==> config.mk <==
export PLATFORM = sky130hd
export DESIGN_NAME = env_fifo_top
export DESIGN_NICKNAME = d
export VERILOG_FILES = /design/src/rtl/env_fifo_pkg.sv /design/src/rtl/env_fifo_store.sv /design/src/rtl/env_fifo_flags.sv /design/src/rtl/env_fifo_top.sv
export SDC_FILE = /design/constraint.sdc
export NUM_CORES = 1
export LEC_CHECK = 0
export CAP_MARGIN = 20
export CORE_MARGIN = 4
export CORE_UTILIZATION = 45
export DETAILED_ROUTE_END_ITERATION = 16
export DONT_BUFFER_PORTS = 1
export GPL_TIMING_DRIVEN = 0
export SLEW_MARGIN = 30
export SYNTH_ARGS = -nofsm -noshare
export SYNTH_HDL_FRONTEND = slang
export SYNTH_SLANG_ARGS = --single-unit
==> constraint.sdc <==
create_clock -name clk -period 6.2 [get_ports clk]
set_clock_uncertainty 0.1 [all_clocks]
set_input_delay 1.24 -clock clk [delete_from_list [all_inputs] [get_ports clk]]
set_output_delay 1.24 -clock clk [all_outputs]
set_load 0.02 [all_outputs]
==> src/rtl/env_fifo_pkg.sv <==
package env_fifo_pkg;
    localparam int unsigned ENV_DATA_W = 16;
    localparam int unsigned ENV_DEPTH  = 8;

    typedef struct packed {
        logic lvl;
        logic ovf;
    } env_flag_t;

    function automatic int unsigned ring_next(input int unsigned p, input int unsigned depth);
        return (p + 1 >= depth) ? 0 : p + 1;
    endfunction
endpackage

==> src/rtl/env_fifo_store.sv <==
module env_fifo_store
    import env_fifo_pkg::*;
#(
    parameter int unsigned DATA_W = ENV_DATA_W,
    parameter int unsigned DEPTH  = ENV_DEPTH,
    localparam int unsigned PTR_W = $clog2(DEPTH),
    localparam int unsigned CNT_W = $clog2(DEPTH + 1)
) (
    input  logic              clk,
    input  logic              rst,
    input  logic              wr_req,
    input  logic [DATA_W-1:0] wr_data,
    input  logic              rd_stb,
    input  logic              flush,
    output logic [DATA_W-1:0] rd_data,
    output logic [CNT_W-1:0]  fill_cnt,
    output logic              ovf_try
);
    logic [DATA_W-1:0] mem [DEPTH];
    logic [PTR_W-1:0]  wr_ptr, rd_ptr;
    logic              full, empty, rd_acc, wr_acc;

    assign full    = (fill_cnt == CNT_W'(DEPTH));
    assign empty   = (fill_cnt == '0);
    assign rd_acc  = rd_stb && !empty && !flush;
    assign wr_acc  = wr_req && !flush && (!full || rd_acc);
    assign ovf_try = wr_req && !flush && full && !rd_acc;

    always_ff @(posedge clk) begin
        if (wr_acc) mem[wr_ptr] <= wr_data;
    end

    always_ff @(posedge clk) begin
        if (rst) begin
            wr_ptr   <= '0;
            rd_ptr   <= '0;
            fill_cnt <= '0;
            rd_data  <= '0;
        end else if (flush) begin
            wr_ptr   <= '0;
            rd_ptr   <= '0;
            fill_cnt <= '0;
        end else begin
            if (wr_acc) wr_ptr <= PTR_W'(ring_next(int'(wr_ptr), DEPTH));
            if (rd_acc) begin
                rd_ptr  <= PTR_W'(ring_next(int'(rd_ptr), DEPTH));
                rd_data <= mem[rd_ptr];
            end
            case ({wr_acc, rd_acc})
                2'b10:   fill_cnt <= fill_cnt + 1'b1;
                2'b01:   fill_cnt <= fill_cnt - 1'b1;
                default: fill_cnt <= fill_cnt;
            endcase
        end
    end

    p_cnt_max_r11: assert property (@(posedge clk) disable iff (rst)
        fill_cnt <= CNT_W'(DEPTH));
    p_full_drop_r3: assert property (@(posedge clk) disable iff (rst)
        (full && wr_req && !rd_stb && !flush) |=> fill_cnt == CNT_W'(DEPTH));
    p_empty_rd_r5: assert property (@(posedge clk) disable iff (rst)
        (empty && rd_stb && !wr_req && !flush) |=> ($stable(rd_data) && fill_cnt == '0));
    p_rdwr_full_r6: assert property (@(posedge clk) disable iff (rst)
        (full && rd_stb && wr_req && !flush) |=> fill_cnt == CNT_W'(DEPTH));
    p_flush_r10: assert property (@(posedge clk) disable iff (rst)
        flush |=> fill_cnt == '0);
endmodule

==> src/rtl/env_fifo_flags.sv <==
module env_fifo_flags
    import env_fifo_pkg::*;
#(
    parameter int unsigned CNT_W = 4
) (
    input  logic             clk,
    input  logic             rst,
    input  logic [CNT_W-1:0] fill_cnt,
    input  logic [CNT_W-1:0] lvl_set,
    input  logic             ovf_try,
    input  logic             flag_clr,
    input  logic             lvl_ie,
    input  logic             ovf_ie,
    output logic             lvl_stat,
    output logic             ovf_stat,
    output logic             irq_lvl,
    output logic             irq_ovf
);
    env_flag_t st, hit;

    assign hit.lvl = (lvl_set != '0) && (fill_cnt == lvl_set);
    assign hit.ovf = ovf_try;

    always_ff @(posedge clk) begin
        if (rst) st <= '0;
        else     st <= hit | (flag_clr ? env_flag_t'('0) : st);
    end

    assign lvl_stat = st.lvl;
    assign ovf_stat = st.ovf;
    assign irq_lvl  = st.lvl && lvl_ie;
    assign irq_ovf  = st.ovf && ovf_ie;

    p_lvl_hit_r7: assert property (@(posedge clk) disable iff (rst)
        ((lvl_set != '0) && (fill_cnt == lvl_set)) |=> lvl_stat);
    p_ovf_set_r3: assert property (@(posedge clk) disable iff (rst)
        ovf_try |=> ovf_stat);
    p_clr_ovf_r9: assert property (@(posedge clk) disable iff (rst)
        (flag_clr && !ovf_try) |=> !ovf_stat);
endmodule

==> src/rtl/env_fifo_top.sv <==
module env_fifo_top
    import env_fifo_pkg::*;
#(
    parameter int unsigned DATA_W = ENV_DATA_W,
    parameter int unsigned DEPTH  = ENV_DEPTH,
    localparam int unsigned CNT_W = $clog2(DEPTH + 1)
) (
    input  logic              clk,
    input  logic              rst,
    input  logic              env_valid,
    input  logic [DATA_W-1:0] env_data,
    input  logic              load_en,
    input  logic              rd_stb,
    output logic [DATA_W-1:0] rd_data,
    input  logic              flush,
    input  logic              flag_clr,
    input  logic [CNT_W-1:0]  lvl_set,
    input  logic              lvl_ie,
    input  logic              ovf_ie,
    output logic [CNT_W-1:0]  fill_cnt,
    output logic              lvl_stat,
    output logic              ovf_stat,
    output logic              irq_lvl,
    output logic              irq_ovf
);
    logic wr_req, ovf_try;

    assign wr_req = env_valid && load_en;

    env_fifo_store #(.DATA_W(DATA_W), .DEPTH(DEPTH)) u_store (
        .clk(clk), .rst(rst), .wr_req(wr_req), .wr_data(env_data),
        .rd_stb(rd_stb), .flush(flush), .rd_data(rd_data),
        .fill_cnt(fill_cnt), .ovf_try(ovf_try)
    );

    env_fifo_flags #(.CNT_W(CNT_W)) u_flags (
        .clk(clk), .rst(rst), .fill_cnt(fill_cnt), .lvl_set(lvl_set),
        .ovf_try(ovf_try), .flag_clr(flag_clr), .lvl_ie(lvl_ie), .ovf_ie(ovf_ie),
        .lvl_stat(lvl_stat), .ovf_stat(ovf_stat), .irq_lvl(irq_lvl), .irq_ovf(irq_ovf)
    );

    p_wr_gate_r2: assert property (@(posedge clk) disable iff (rst)
        (!load_en && !rd_stb && !flush) |=> $stable(fill_cnt));
endmodule

==> summary.md <==
| Metric | Value |
|---|---|
| Net Count, Synth | 370 |
| Ordered cell list for the critical path | nand2_1, a311oi_2, inv_2, ha_1, xor2_1, ha_1, a21oi_1, xor2_1, or3_1, a21oi_1 |
| First-pass iteration count of the detailed router | 4 |
| Slew Viols, Final | 0 |
| Clock transition at the registers of the reported paths | 0.06 ns |
| Largest vdd supply drop | 0.2549 mV |
| Post-CTS repair timing setup buffer count | 0 |
| Drt initial violations | 229 |
| Antenna diode count | 0 |
| Number of levels the H-tree was split into | 4 |
| Synth warnings | 0 |
| Post-detailed-placement half-perimeter wirelength | 8303 µm |
| Residual overflow from global routing | 0 |
| Area of the core region | 0.01324 mm² |
| Cell type contributing the most total cell area after synthesis | sky130_fd_sc_hd__edfxtp_1 |
| Average routed wire per standard cell | 22.01 µm |
| Most frequently used cell type in the post-synthesis netlist | sky130_fd_sc_hd__edfxtp_1 |
| Path type of the worst setup path | in -> reg |
| Number of endpoints failing setup at the final stage | 0 |
| Post-synth design cell area | 0.006085 mm² |
| Antenna violations before repair | 0 |
| Leakage power figure | 2.248 nW |
| Placed standard-cell area | 0.006470 mm² |
| Number of clock sinks | 156 |
| DIE AREA | 0.01545 mm² |
| Max clock buf depth | 2 |
| Total of buffers placed on input and output ports | 0 |
| Clock tree from TritonCTS | yes |
| Outcome | complete, no violations |
| Number of flops mapped to enable cells by yosys | 128 |
| Highest attainable clock frequency | 311.5 MHz |
| Placed cell count | 528 |
| Aggregate negative setup slack | 0 ns |
| Worst-Margin Slew | 0.8440 ns |
| Count of nets after finishing | 405 |
| Clock latency of the later-clocked register in the worst-skew pair | 0.41 ns |
| Number of global-route vias before repair | 3,196 |
| Synth async-reset ratio | 0% |
| Number of standard cells in the layout, taps in and fillers out | 560 |
| Number of nets still failing antenna checks after routing | 0 |
| Count of state elements after synthesis | 156 |
| Required time of the critical path | 6.44 ns |
| Maximum number of pins on one net before global-route repair | 17 |
| Count of mapped cells out of synthesis | 336 |
| Horiz. Die Dim | 124.3 µm |
| Post-route cell area | 0.007025 mm² |
| Row cnt | 42 |
| Setup repair after global routing missed its margin | no |
| CP max-delay cell | sky130_fd_sc_hd__a311oi_2 |
| Post-route DRC | 0 |
| Final min period | 3.210 ns |
| Boundary Pins | 53 |
| Worst endpoint data arrival time | 3.45 ns |
| Post-DR vias/cell | 5.575 |
| Mean instance size in the synthesized netlist | 18.11 µm² |
| Sequential element share of the synthesized area | 72.38% |
| Type of destination of the critical path | register |
| Vertical die dimension | 124.3 µm |
| Max-capacitance violation count | 0 |
| Worst min-delay path category | reg -> reg |
| Largest fanout of any net on the critical path | 6 |
| Commonest cells in the netlist | sky130_fd_sc_hd__edfxtp_1, sky130_fd_sc_hd__mux4_2, sky130_fd_sc_hd__dfxtp_1 |
| Largest incremental delay on the critical path | 0.57 ns |
| Signed area change from the synthesized netlist to the final layout | 15.46% |
| Total clock buffers created by CTS | 17 |
| Cell variety after synth | 44 |
| Largest cells by area after synthesis | sky130_fd_sc_hd__edfxtp_1, sky130_fd_sc_hd__mux4_2, sky130_fd_sc_hd__dfxtp_1, sky130_fd_sc_hd__nor3_2, sky130_fd_sc_hd__o22ai_1 |
| Clock root cell | sky130_fd_sc_hd__clkbuf_16 |
| Most common flop cell mapped by yosys | sky130_fd_sc_hd__edfxtp_1 |
| Top cell type's share of synthesized area | 63.17% |
| Final hold vios | 0 |
| Element type at the critical path start | input pin |
| Global-route wire length before repair | 19,120 µm |
| Fraction of layout cells with a size suffix above 1 | 28.91% |
| Via total after detailed routing | 3,122 |
| Post-route clock period utilization | 51.77% |
| Initial Utilization | 45.95% |
| Relative slew slack | 43.73% |
| Total GRT Usage | 16.65% |
| Post_cts resized | 0 |
| Post-cts hold buffer count | 0 |
| Power density cells | 305.6 mW/mm² |
| Routed wire length | 12,330 µm |
| Final RePlAce weighted congestion | 0.7413 |
sequential cells by signal, summed over array words and instances, names as in the netlist:
name,flops
u_flags.lvl_stat,1
u_store.rd_ptr,3
u_store.wr_ptr,3
u_flags.ovf_stat,1
u_store.fill_cnt,4
u_store.rd_data,16
u_store.mem,128
metal layers:
layer / GRT usage, % / share of wire [%]
met4: 4.642 / 1.0
met1: 21.60 / 43
met2: 26.43 / 49
met3: 6.389 / 6.8
met5: 0 / 0
critical path: cells and delay by family:
family	cells	cell delay (ns)
buf+inv	1	0.22
xor+xnor	2	0.25
simple gates	2	0.38
compound gates	3	0.85
fa+ha+maj	2	0.51
worst paths after layout:
| kind | from | endpoint | slack [ns] | cells after the start |
|---|---|---|---|---|
| min | u_store.rd_ptr[2] | u_store.rd_ptr[2] | 0.43 | 2 |
| max | env_valid | u_store.fill_cnt[2] | 2.99 | 10 |
| max reg2reg | u_store.fill_cnt[0] | u_store.fill_cnt[2] | 3.03 | 10 |
| min reg2reg | u_store.rd_ptr[2] | u_store.rd_ptr[2] | 0.43 | 2 |
report_power, final:
group | internal (mW) | leakage [nW] | switching [mW] | total [mW]
Clock | 0.599 | 0.266 | 0.376 | 0.975
Combinational | 0.0112 | 0.604 | 0.0171 | 0.0283
Sequential | 1.14 | 1.38 | 0.00459 | 1.14
cell type report:
cell class | count | area (µm²)
Multi-Input combinational cell | 155 | 1599
Clock buffer | 24 | 461.7
Buffer | 19 | 110.1
Tap cell | 176 | 220.2
Clock inverter | 8 | 93.84
Inverter | 6 | 22.52
Sequential cell | 156 | 4404
Timing Repair Buffer | 16 | 113.9
Fill cell | 1082 | 6217
metrics by stage:
stage | utilization, % | power [mW] | hold slack (ns) | worst slack (ns)
after global routing | 53.05 | 2.219 | 0.4468 | 2.741
after global placement | 47.61 | 1.192 | 0.4098 | 0.3813
after floorplan | - | 1.185 | 0.3871 | 2.186
final | 53.05 | 2.147 | 0.4297 | 2.990
after detailed placement | 48.86 | 1.194 | 0.4151 | 2.556
after CTS | 53.05 | 2.167 | 0.4252 | 2.984
cells in the final DEF (no fill, tap or decap), types with 7 or more instances in the layout:
cell type and instances:
sky130_fd_sc_hd__mux4_2 32, sky130_fd_sc_hd__edfxtp_1 128, sky130_fd_sc_hd__dfxtp_1 28, sky130_fd_sc_hd__nor2_1 25, sky130_fd_sc_hd__buf_2 9, sky130_fd_sc_hd__clkbuf_1 10, sky130_fd_sc_hd__buf_4 12, sky130_fd_sc_hd__o22ai_1 16
sky130_fd_sc_hd__nor3_1 7, sky130_fd_sc_hd__nor3_2 13, sky130_fd_sc_hd__clkbuf_16 17
cell families (layout without fill, tap and decap cells):
logic type,count (synthesis),in the layout,synth area share [%]
compound gates,31,31,3.331
xor+xnor,9,9,1.295
fa+ha+maj,5,5,1.028
buf+inv,25,73,2.179
flops,156,156,72.38
mux,34,34,12.17
simple gates,76,76,7.609
Power figures use the tool's default switching activity.
